===== config.mk =====
export PLATFORM = sky130hd
export DESIGN_NAME = gpio_modeport
export DESIGN_NICKNAME = d
export VERILOG_FILES = /design/src/rtl/gpio_port_pkg.sv /design/src/rtl/gpio_mode_ctl.sv /design/src/rtl/gpio_regfile.sv /design/src/rtl/gpio_pin_mux.sv /design/src/rtl/gpio_modeport.sv
export SDC_FILE = /design/constraint.sdc
export NUM_CORES = 1
export LEC_CHECK = 0
export BUFFER_PORTS_ARGS = -buffer_cell sky130_fd_sc_hd__buf_4
export CORE_MARGIN = 2
export CORE_UTILIZATION = 38
export DETAILED_ROUTE_END_ITERATION = 8
export GPL_TIMING_DRIVEN = 0
export PLACE_DENSITY = 0.76
export SETUP_SLACK_MARGIN = 0.1
export SYNTH_ARGS = -nofsm -noshare
export SYNTH_HDL_FRONTEND = slang
export SYNTH_SLANG_ARGS = --single-unit

===== constraint.sdc =====
create_clock -name clk -period 2 [get_ports clk]
set_input_delay 0.3 -clock clk [delete_from_list [all_inputs] [get_ports clk]]
set_output_delay 0.3 -clock clk [all_outputs]
set_load 0.02 [all_outputs]

===== src/rtl/gpio_port_pkg.sv =====
package gpio_port_pkg;

  typedef enum logic [1:0] {
    OPM_SINGLE = 2'd0,
    OPM_NARROW = 2'd1,
    OPM_WIDE   = 2'd2,
    OPM_PERIPH = 2'd3
  } opmode_e;

  // The port is GPIO only in single-chip mode or narrow mode without emulation.
  function automatic logic port_is_gpio(opmode_e m, logic emu);
    return (m == OPM_SINGLE) || ((m == OPM_NARROW) && !emu);
  endfunction

endpackage


===== src/rtl/gpio_mode_ctl.sv =====
module gpio_mode_ctl
  import gpio_port_pkg::*;
(
  input  logic       clk,
  input  logic       rst_n,
  input  logic [1:0] mode_i,
  input  logic       emu_i,
  output logic       gpio_act_o
);

  opmode_e mode_q;
  logic    emu_q;

  always_ff @(posedge clk or negedge rst_n) begin
    if (!rst_n) begin
      mode_q <= OPM_SINGLE;
      emu_q  <= 1'b0;
    end else begin
      mode_q <= opmode_e'(mode_i);
      emu_q  <= emu_i;
    end
  end

  assign gpio_act_o = port_is_gpio(mode_q, emu_q);

endmodule


===== src/rtl/gpio_regfile.sv =====
module gpio_regfile #(
  parameter int W        = 8,
  parameter int AW       = 8,
  parameter int DATA_OFS = 5,
  parameter int DIR_OFS  = 7
) (
  input  logic          clk,
  input  logic          rst_n,
  input  logic          gpio_act,
  input  logic          sel,
  input  logic          we,
  input  logic [AW-1:0] addr,
  input  logic [W-1:0]  wdata,
  input  logic [W-1:0]  pin_in,
  output logic [W-1:0]  rdata,
  output logic          miss,
  output logic [W-1:0]  data_q,
  output logic [W-1:0]  dir_q
);

  localparam logic [AW-1:0] DATA_A = AW'(DATA_OFS);
  localparam logic [AW-1:0] DIR_A  = AW'(DIR_OFS);

  logic hit_data, hit_dir;
  logic [W-1:0] data_view;

  assign hit_data = sel && gpio_act && (addr == DATA_A);
  assign hit_dir  = sel && gpio_act && (addr == DIR_A);
  assign miss     = sel && !(hit_data || hit_dir);

  always_ff @(posedge clk or negedge rst_n) begin
    if (!rst_n) begin
      data_q <= '0;
      dir_q  <= '0;
    end else if (we) begin
      if (hit_data) data_q <= wdata;
      if (hit_dir)  dir_q  <= wdata;
    end
  end

  // Output pins read back the latch, input pins read the pad level.
  assign data_view = (dir_q & data_q) | (~dir_q & pin_in);

  always_comb begin
    rdata = '0;
    if (hit_data)     rdata = data_view;
    else if (hit_dir) rdata = dir_q;
  end

endmodule


===== src/rtl/gpio_pin_mux.sv =====
module gpio_pin_mux #(
  parameter int W = 8
) (
  input  logic         gpio_act,
  input  logic [W-1:0] data_q,
  input  logic [W-1:0] dir_q,
  input  logic [W-1:0] bus_out,
  input  logic         bus_oe,
  output logic [W-1:0] pin_out,
  output logic [W-1:0] pin_oe
);

  for (genvar i = 0; i < W; i++) begin : g_pin
    assign pin_out[i] = gpio_act ? data_q[i] : bus_out[i];
    assign pin_oe[i]  = gpio_act ? dir_q[i]  : bus_oe;
  end

endmodule


===== src/rtl/gpio_modeport.sv =====
module gpio_modeport #(
  parameter int W        = 8,
  parameter int AW       = 8,
  parameter int DATA_OFS = 5,
  parameter int DIR_OFS  = 7
) (
  input  logic          clk,
  input  logic          rst_n,
  input  logic [1:0]    op_mode,
  input  logic          emu_en,
  input  logic          reg_sel,
  input  logic          reg_we,
  input  logic [AW-1:0] reg_addr,
  input  logic [W-1:0]  reg_wdata,
  output logic [W-1:0]  reg_rdata,
  output logic          reg_miss,
  input  logic [W-1:0]  pin_in,
  output logic [W-1:0]  pin_out,
  output logic [W-1:0]  pin_oe,
  input  logic [W-1:0]  bus_lo_out,
  input  logic          bus_lo_oe,
  output logic [W-1:0]  bus_lo_in
);

  logic         gpio_act;
  logic [W-1:0] data_q, dir_q;

  gpio_mode_ctl u_mode (
    .clk       (clk),
    .rst_n     (rst_n),
    .mode_i    (op_mode),
    .emu_i     (emu_en),
    .gpio_act_o(gpio_act)
  );

  gpio_regfile #(.W(W), .AW(AW), .DATA_OFS(DATA_OFS), .DIR_OFS(DIR_OFS)) u_regs (
    .clk     (clk),
    .rst_n   (rst_n),
    .gpio_act(gpio_act),
    .sel     (reg_sel),
    .we      (reg_we),
    .addr    (reg_addr),
    .wdata   (reg_wdata),
    .pin_in  (pin_in),
    .rdata   (reg_rdata),
    .miss    (reg_miss),
    .data_q  (data_q),
    .dir_q   (dir_q)
  );

  gpio_pin_mux #(.W(W)) u_pins (
    .gpio_act(gpio_act),
    .data_q  (data_q),
    .dir_q   (dir_q),
    .bus_out (bus_lo_out),
    .bus_oe  (bus_lo_oe),
    .pin_out (pin_out),
    .pin_oe  (pin_oe)
  );

  assign bus_lo_in = pin_in;

endmodule


After elaboration in Yosys (flattened, before gate mapping). Index checks and enable logic that the tools add are counted.

Input port bits: 40. Output and inout port bits: 33. Register bits after elaboration: 19. Logic and storage cells: 41.

Reduce and logical (&&, ||, !) cells: 12. Mux-type cells: 18. Equal/unequal tests: 3. Bitwise gates (word level): 4.

Operators with widths (number): $and A8 B8 Y8 (2); $eq A8 B3 Y1 const B (2); $mux W1 (16); $mux W8 (2); $not A8 Y8 (1); $or A8 B8 Y8 (1); $logic_and A1 B1 Y1 (5); $reduce_and A2 Y1 (2); $eq A2 B1 Y1 const B (1); $logic_not A1 Y1 (2); $logic_not A2 Y1 (1); $logic_or A1 B1 Y1 (2).

Longest topological paths before layout. Gate-level depths: netlist (run 1).

Depth after elaboration: 8. Mapped depth: 5. Depth with buffers taken out: 3.

Cells and area by module. A second synthesis (run 1) with hierarchy kept.

Cells, all modules: 103. Area, all modules: 1202.4 sq um.

Modules (own cells, without submodules): gpio_regfile (seq. area each 400.4 sq um, times used 1, cells each 73, area an instance 809.5 sq um); gpio_pin_mux (seq. area each 0.0 sq um, times used 1, cells each 18, area an instance 249.0 sq um); gpio_mode_ctl (seq. area each 75.1 sq um, times used 1, cells each 4, area an instance 83.8 sq um); gpio_modeport (seq. area each 0.0 sq um, times used 1, cells each 8, area an instance 60.1 sq um).

Least setup slack after synthesis (run 1). No wires, ideal clock.

Path type: input -> output. Start point: input reg_addr[3]. End point: output reg_rdata[0]. Required time: 1700 ps. Path buffers: 1. Setup slack: -181 ps. Arrival time: 1881 ps. Stages on the path: 4. Cell sequence: or4b_4 > or4_1 > buf_2 > a21oi_1.

Longest elaborated chain between the ends: 4. Elaborated cells between the ends (all ways): 6. Those cells by class: eq/ne (2); mux (2); reduce/logical (2).

Ends and longest elaborated chain: from (decl) (line gpio_modeport.sv:13) `input logic [AW-1:0] reg_addr,`; $eq A8 B3 Y1 (line gpio_regfile.sv:28) `assign hit_dir = sel && gpio_act && (addr == DIR_A);`; $logic_and A1 B1 Y1 (line gpio_regfile.sv:28); $mux W8 (line gpio_regfile.sv:47) `else if (hit_dir) rdata = dir_q;`; $mux W8 (*) (line gpio_regfile.sv:46) `if (hit_data) rdata = data_view;`; to (decl) (line gpio_modeport.sv:15) `output logic [W-1:0] reg_rdata,`.

Mark *: on every way between the ends. The rest lies on a longest branch, timed or not.

Final worst setup path (run 1).
Start point: register u_mode.mode_q[0]. End point: output reg_miss.

Longest elaborated chain between the ends: 8. Elaborated cells between the ends (all ways): 10. Those cells by class: eq/ne (1); reduce/logical (9).

Ends and longest elaborated chain: from (decl) (line gpio_mode_ctl.sv:11) `opmode_e mode_q;`; from (signal assigned) (line gpio_mode_ctl.sv:19) `mode_q <= opmode_e'(mode_i);`; $eq A2 B1 Y1 (line gpio_port_pkg.sv:12) `return (m == OPM_SINGLE) || ((m == OPM_NARROW) && !emu);`; $logic_and A1 B1 Y1 (line gpio_port_pkg.sv:12); $logic_or A1 B1 Y1 (*) (line gpio_port_pkg.sv:12); $logic_and A1 B1 Y1 (*) (line gpio_regfile.sv:27, gpio_regfile.sv:28); $logic_and A1 B1 Y1, on equally long branches (line gpio_regfile.sv:27, gpio_regfile.sv:28); $logic_or A1 B1 Y1 (*) (line gpio_regfile.sv:29) `assign miss = sel && !(hit_data || hit_dir);`; $logic_not A1 Y1 (*) (line gpio_regfile.sv:29); $logic_and A1 B1 Y1 (*) (line gpio_regfile.sv:29); to (decl) (line gpio_modeport.sv:16) `output logic reg_miss,`.

Marks and branches as above.

==> results of run 1 <==
state kept, by name, indices dropped and copies added (netlist names):
register / flops
u_regs.data_q: 8
u_mode.emu_q: 1
u_mode.mode_q: 2
u_regs.dir_q: 8
metrics by stage:
stage / cells / power [mW] / TNS, ps / setup WS, ps
3_3_place_gp: 234 / 0.637 / -3220 / -185
2_1_floorplan: 132 / 0.512 / 0 / 46.5
5_1_grt: 248 / 0.903 / -2170 / -256
3_5_place_dp: 234 / 0.642 / -3280 / -196
4_1_cts: 243 / 0.849 / -2150 / -162
6_report: 248 / 0.858 / -1450 / -178
path summary, 6_finish.rpt:
check,endpoint,slack (ps),depth (start not counted)
max,reg_miss,-180,5
min,u_mode.mode_q[0]$_DFF_PN0_,80,1
max reg2reg,u_regs.dir_q[0]$_DFFE_PN0P_,230,5
min reg2reg,u_regs.data_q[2]$_DFFE_PN0P_,540,1
max in group asynchronous,u_regs.dir_q[6]$_DFFE_PN0P_,1400,2
min in group asynchronous,u_regs.data_q[2]$_DFFE_PN0P_,380,2
cells in the final DEF (no fill, tap or decap), types with 3 or more instances in the layout:
master / instances
buf_4: 76
nand2_1: 47
dfrtp_1: 19
mux2_2: 16
buf_6: 13
a21oi_4: 9
o21ai_0: 8
nor2_1: 8
clkbuf_4: 3
power by group through the flow:
stage / Sequential, mW / Combinational [mW] / Clock (mW)
finish: 0.397 / 0.262 / 0.199
global route: 0.398 / 0.281 / 0.223
CTS: 0.396 / 0.250 / 0.203
detailed placement: 0.403 / 0.239 / 0
global placement: 0.403 / 0.235 / 0
floorplan: 0.402 / 0.110 / 0
repair_timing:
action | 4_1_cts | 5_1_grt
hold endpoints to repair | 19 | 0
hold buffers | 1 | 0
endpoints found under the setup margin | 33 | 29
buffers inserted | 4 | 5
pin swaps | 2 | 3
resized for setup | 15 | 11
gates cloned | 0 | 1
layer usage:
layer  up-vias  GRT usage, %
met3         4          5.05
met2        49          35.3
li1        604             -
met5         -             0
met4         0          5.52
met1       581          26.3
critical path: cells and delay by family, from the launching register on:
family	cells	cell delay, ps
flip-flops	1	410
AND/OR/NAND/NOR	2	640
buffers and inverters	2	300
AO/OA/AOI/OAI	1	210
kinds of logic (layout without fill, tap and decap cells):
family,after synthesis,after routing,share of synthesized area (%)
AO/OA/AOI/OAI,18,18,8.14
multiplexers,16,16,15.8
AND/OR/NAND/NOR,66,66,27.2
buffers and inverters,13,98,7.04
flip-flops,19,19,41.8
Yosys cell counts (all sizes together):
cell	count	share of area, %
nand2	50	17
dfrtp	19	42
mux2	16	16
buf	10	6.1
a21oi	9	4.0
nor2	8	2.6
o21ai	8	3.5
clkbuf	3	0.99
nor4	2	3.7
a21o	1	0.66
and2	1	0.55
nand4	1	0.55
nand4b	1	0.77
or2	1	0.55
or4	1	0.66
or4b	1	1.2
cell type report:
| class | instances | area [sq um] |
|---|---|---|
| Multi-Input combinational cell | 100 | 702 |
| Buffer | 13 | 104 |
| Sequential cell | 19 | 475 |
| Clock buffer | 3 | 22.5 |
| Tap cell | 31 | 38.8 |
| Clock inverter | 1 | 5.00 |
| Fill cell | 210 | 802 |
| Timing Repair Buffer | 81 | 656 |
==> key figures, run 1 <==
Power and ir drop
  – Sw frac: a little under a third
  – Peak supply drop: approximately 0.00038 V
  – Power density over the cells: ~430 mW/mm^2
  – Clock power frac: between 20% and 30%
  – Seq pwr share: a little under half
  – Net Sw Power: between 0.2 and 0.3 mW
  – Combinational power share: 30.6%
  – Pleak: just over 1 nW
  – Internal power: 0.598 mW

Timing
  – Min Tclk post-route: roughly 2200 ps
  – Highest clock rate: roughly 460 MHz
  – Final setup viols: 9
  – Max-slew headroom: approximately 70%
  – Layout Skew: roughly 11 ps
  – Crit share post-route: 109%
  – Final Hold Fails: 0
  – Hold Slack: between 80 and 90 ps
  – Slew Limit Fails: 0
  – Unrepaired setup endpoints after global routing: yes
  – Final WS setup: -178 ps
  – Slew of the pin with the lowest slew margin: around 480 ps

Floorplanning
  – Chip Width: slightly below 60 microns
  – Initial Util: between 40% and 50%
  – Die area: about 0.0034 sq mm
  – Die H: 58.7 microns
  – Num rows: 19
  – CORE AREA: around 0.0028 sq mm
  – Ports: 73

Worst setup path
  – Worst reg2reg path startpoint: u_mode.mode_q[0]$_DFF_PN0_
  – Max incr delay on CP: approximately 500 ps
  – Critical path arrival: around 1900 ps
  – Required @ worst endpoint: about 1700 ps
  – CP Class: flop to output pin
  – CP Launch Type: flop
  – Crit-path max FO: 9
  – Slowest-stage cell, CP: or4_4
  – Worst Setup End Kind: output pin
  – Cell Chain, Critical Path: a21o_1 > or4_4 > buf_12 > and2_4 > buf_6
  – Worst setup startpoint: u_mode.mode_q[0]$_DFF_PN0_

Route
  – Met2 WL post-DR: approximately 1800 microns
  – Met3 WL post-DR: 220 microns
  – Antenna Nets Post-Route: 0
  – DRT iter0 DRCs: 39
  – Routed WL: between 3000 and 4000 microns
  – DRC: 2
  – Max layer used: met4
  – WL met1: between 1000 and 1500 microns
  – DR WL/cell: between 10 and 15 microns
  – Vias: roughly 1200
  – Drt first pass iters: 6
  – Vias per cell: about 5.0

Layout
  – Final Util: 71.4%
  – Synth-to-layout area growth: 76.1%
  – Diodes inserted: 0
  – Post-route cell area: roughly 0.0020 sq mm
  – Layout cell share with drive strength beyond 1: 59.4%
  – NumNets Final: about 260

Clock tree
  – # clock sinks: 19
  – Worst-Skew Late Latency: between 300 and 400 ps
  – CTS tree: yes
  – Root buffer cell: clkbuf_4
  – Clock slew at reported path FFs: ~110 ps
  – Clock Path Buffers: 2
  – H-Tree Level Count: 1
  – CTS Buf Count: 3

GRT
  – First-pass GRT wire length: about 5400 microns
  – Total track usage: between 20% and 30%
  – Largest net degree at the start of global routing: 20
  – GRT overflow: 0
  – Vias in the first global route: 1203
  – Initial antenna violation count: 0

Synthesis
  – Post-synthesis sequential area ratio: 41.8%
  – Syn nets: approximately 170
  – Synthesis Warnings: 0
  – Post-Synthesis Cells: 132
  – Yosys cell types: 18
  – Yosys reg bits: 19
  – Syn_area_per_cell: 8.62 sq um
  – Post-Syn Area: roughly 0.0011 sq mm

Placed design
  – # port buffers: slightly above 70
  – GPL Wtd Cong: about 0.79
  – DP HPWL: around 2500 microns
  – DP Area: around 0.0018 sq mm

Worst hold path
  – Hold path start: op_mode[0]
  – Hold Path Class: primary input to flop

Flow run
  – Max Cap Viol: 0

Run status
  – Status: complete, but fails checks
  – Failing checks: DRC, setup timing
(Power assumes the default switching activity.)
==> inputs of run 2 (changes only) <==
--- a/config.mk
+++ b/config.mk
@@ -10,7 +10,7 @@
 export CORE_UTILIZATION = 38
 export DETAILED_ROUTE_END_ITERATION = 8
 export GPL_TIMING_DRIVEN = 0
-export PLACE_DENSITY = 0.76
+export PLACE_DENSITY = 0.87
 export SETUP_SLACK_MARGIN = 0.1
 export SYNTH_ARGS = -nofsm -noshare
 export SYNTH_HDL_FRONTEND = slang
==> key figures, run 2 (synthesis gave the netlist of run 1 again) <==
Timing
  – Layout Skew: 2.93 ps (-8.03 ps)
  – Unrepaired setup endpoints after global routing: yes
  – Min Tclk post-route: 2220 ps (+40.2 ps)
  – Slew Limit Fails: 0 (unchanged)
  – Crit share post-route: 111% (+2.0 points)
  – Highest clock rate: 451 MHz (-1.8%)
  – Max-slew headroom: 69.4% (+1.3 points)
  – Slew of the pin with the lowest slew margin: 458 ps (-19.2 ps)
  – Final WS setup: -218 ps (-40.2 ps)
  – Hold Slack: 84.3 ps (+0.276 ps)
  – Final setup viols: 9 (unchanged)
  – Final Hold Fails: 0 (unchanged)

Clock tree
  – H-Tree Level Count: 1 (unchanged)
  – Clock Path Buffers: 2 (unchanged)
  – Clock slew at reported path FFs: 110 ps (about the same)
  – Worst-Skew Late Latency: 310 ps (about the same)
  – CTS Buf Count: 3 (unchanged)
  – CTS tree: yes
  – # clock sinks: 19 (unchanged)
  – Root buffer cell: clkbuf_4

GRT
  – GRT overflow: 0 (unchanged)
  – Largest net degree at the start of global routing: 20 (unchanged)
  – First-pass GRT wire length: 6030 microns (+13%)
  – Vias in the first global route: 1294 (+7.6%)
  – Total track usage: 23.5% (+2.8 points)
  – Initial antenna violation count: 0 (unchanged)

Floorplanning
  – Num rows: 19 (unchanged)
  – Ports: 73 (unchanged)
  – Die H: 58.7 microns (unchanged)
  – Chip Width: 58.7 microns (unchanged)
  – Initial Util: 40.5% (unchanged)
  – Die area: 0.00345 sq mm (unchanged)
  – CORE AREA: 0.00281 sq mm (unchanged)

Layout
  – Largest registers: u_regs.data_q: 8 flops, u_regs.dir_q: 8 flops, u_mode.mode_q: 2 flops
  – Layout cell share with drive strength beyond 1: 58.3% (-1.2 points)
  – Diodes inserted: 0 (unchanged)
  – Commonest cells after routing, fill and taps aside: 74 x buf_4, 49 x nand2_1, 19 x dfrtp_1
  – NumNets Final: 259 (+0.39%)
  – Commonest non-fill, non-tap cell in the layout: buf_4
  – Synth-to-layout area growth: 83.7%
  – Fill cells: 184 (-12%)
  – Post-route cell area: 0.00209 sq mm (+4.3%)

Placed design
  – GPL Wtd Cong: 0.838 (+5.7%)
  – Post-Place Worst Slack: -197 ps (-0.508 ps)
  – DP HPWL: 2690 microns (+5.6%)
  – DP Area: 0.00182 sq mm (unchanged)
  – # port buffers: 71 (unchanged)

Power and ir drop
  – Power density over the cells: 424 mW/mm^2 (-1.1%)
  – Pleak: 1.06 nW (+2.7%)
  – Peak supply drop: 0.000411 V (+8.4%)

Worst setup path
  – Worst path bufs/invs: 3 (+1)
  – Required @ worst endpoint: 1700 ps (about the same)
  – CP Launch Type: primary input
  – Crit-path max FO: 5 (-4)
  – CP Class: primary input to output pin
  – Critical path's top delay family: simple AND/OR/NAND/NOR gates
  – Slowest-stage cell, CP: or4_4
  – Max incr delay on CP: 560 ps (+60 ps)
  – Critical path arrival: 1920 ps (+40 ps)
  – Most used cell, CP: buf_6
  – Worst Setup End Kind: output pin
  – Cell Chain, Critical Path: buf_6 > or4b_4 > or4_4 > buf_12 > a21oi_4 > buf_6

Run status
  – Failing checks: setup timing
  – Status: complete, but fails checks

Worst hold path
  – Hold Path Class: primary input to flop

Route
  – Routed WL: 4620 microns (+32%)
  – Drt first pass iters: 6 (unchanged)
  – Vias per cell: 5.41 (+8.3%)
  – DR WL/cell: 18.6 microns (+32%)
  – Vias: 1346 (+8.7%)
  – DRT iter0 DRCs: 55 (+41%)
  – DRC: 0 (-2)
  – Antenna Nets Post-Route: 0 (unchanged)

Flow run
  – Max Cap Viol: 0 (unchanged)
==> run 2: cell count changes in the layout (fill, tap and decap cells not counted), moves of 2 or more <==
cell	change
buf_4	-2
mux2_2	-3
nand2_2	-2
buf_12	+2
mux2_4	+3
nand2_1	+2
==> run 2: area by class of cell <==
class / instances / area [sq um] / area share [%]
flip-flops and latches: 19 / 475 / 22.8
plain buffers: 13 / 119 / 5.69
repair buffers: 82 / 713 / 34.1
multi-input cells: 100 / 717 / 34.3
clock buffers: 4 / 26.3 / 1.26
well taps: 31 / 38.8 / 1.86
==> run 2: stage by stage <==
stage	TNS (ps)	util (%)	power, mW	cells
after floorplan	0	-	0.512	132
after global placement	-3280	64.9	0.636	234
after detailed placement	-3620	64.9	0.640	234
after CTS	-2070	70.8	0.844	245
after global routing	-2050	74.5	0.909	249
final	-1750	74.5	0.885	249
==> run 2: worst register-to-register path: stages, from the launching register on <==
cell     delay (ps)
dfrtp_1         440
a21o_1          200
buf_6           150
buf_12          140
nor4_4          280
buf_4           200
mux2_2          340
==> run 2: per-layer routing <==
layer  track usage, %  vias up  wire length [microns]
li1                 -      606                      -
met5                0        -                      0
met2             39.2       77                   2420
met4             9.74        0                    141
met1             29.5      648                   1730
met3             5.27       15                    324
==> run 2: path summary, 6_finish.rpt <==
kind	from	endpoint	slack, ps	cells after the start
setup / recovery	reg_addr[3]	reg_rdata[7]	-220	6
hold / removal	emu_en	u_mode.emu_q$_DFF_PN0_	80	1
setup reg to reg	u_mode.mode_q[1]$_DFF_PN0_	u_regs.dir_q[7]$_DFFE_PN0P_	150	6
hold reg to reg	u_regs.data_q[3]$_DFFE_PN0P_	u_regs.data_q[3]$_DFFE_PN0P_	560	1
max in group asynchronous	rst_n	u_regs.dir_q[5]$_DFFE_PN0P_	1420	2
min in group asynchronous	rst_n	u_regs.data_q[6]$_DFFE_PN0P_	380	2
==> run 2: power breakdown <==
part	switching, mW	leakage, nW	total, mW	internal [mW]
sequential	0.00689	0.258	0.398	0.391
clock	0.128	0.0150	0.206	0.0781
combinational	0.141	0.789	0.282	0.141
==> run 2: what timing repair did <==
| item | CTS | global route |
|---|---|---|
| pin swaps | 2 | 5 |
| gates resized for setup | 20 | 12 |
| hold buffers | 1 | 0 |
| setup buffers | 5 | 4 |
| hold endpoints to repair | 19 | 0 |
| cloned | 1 | 1 |
| setup endpoints to repair | 33 | 41 |
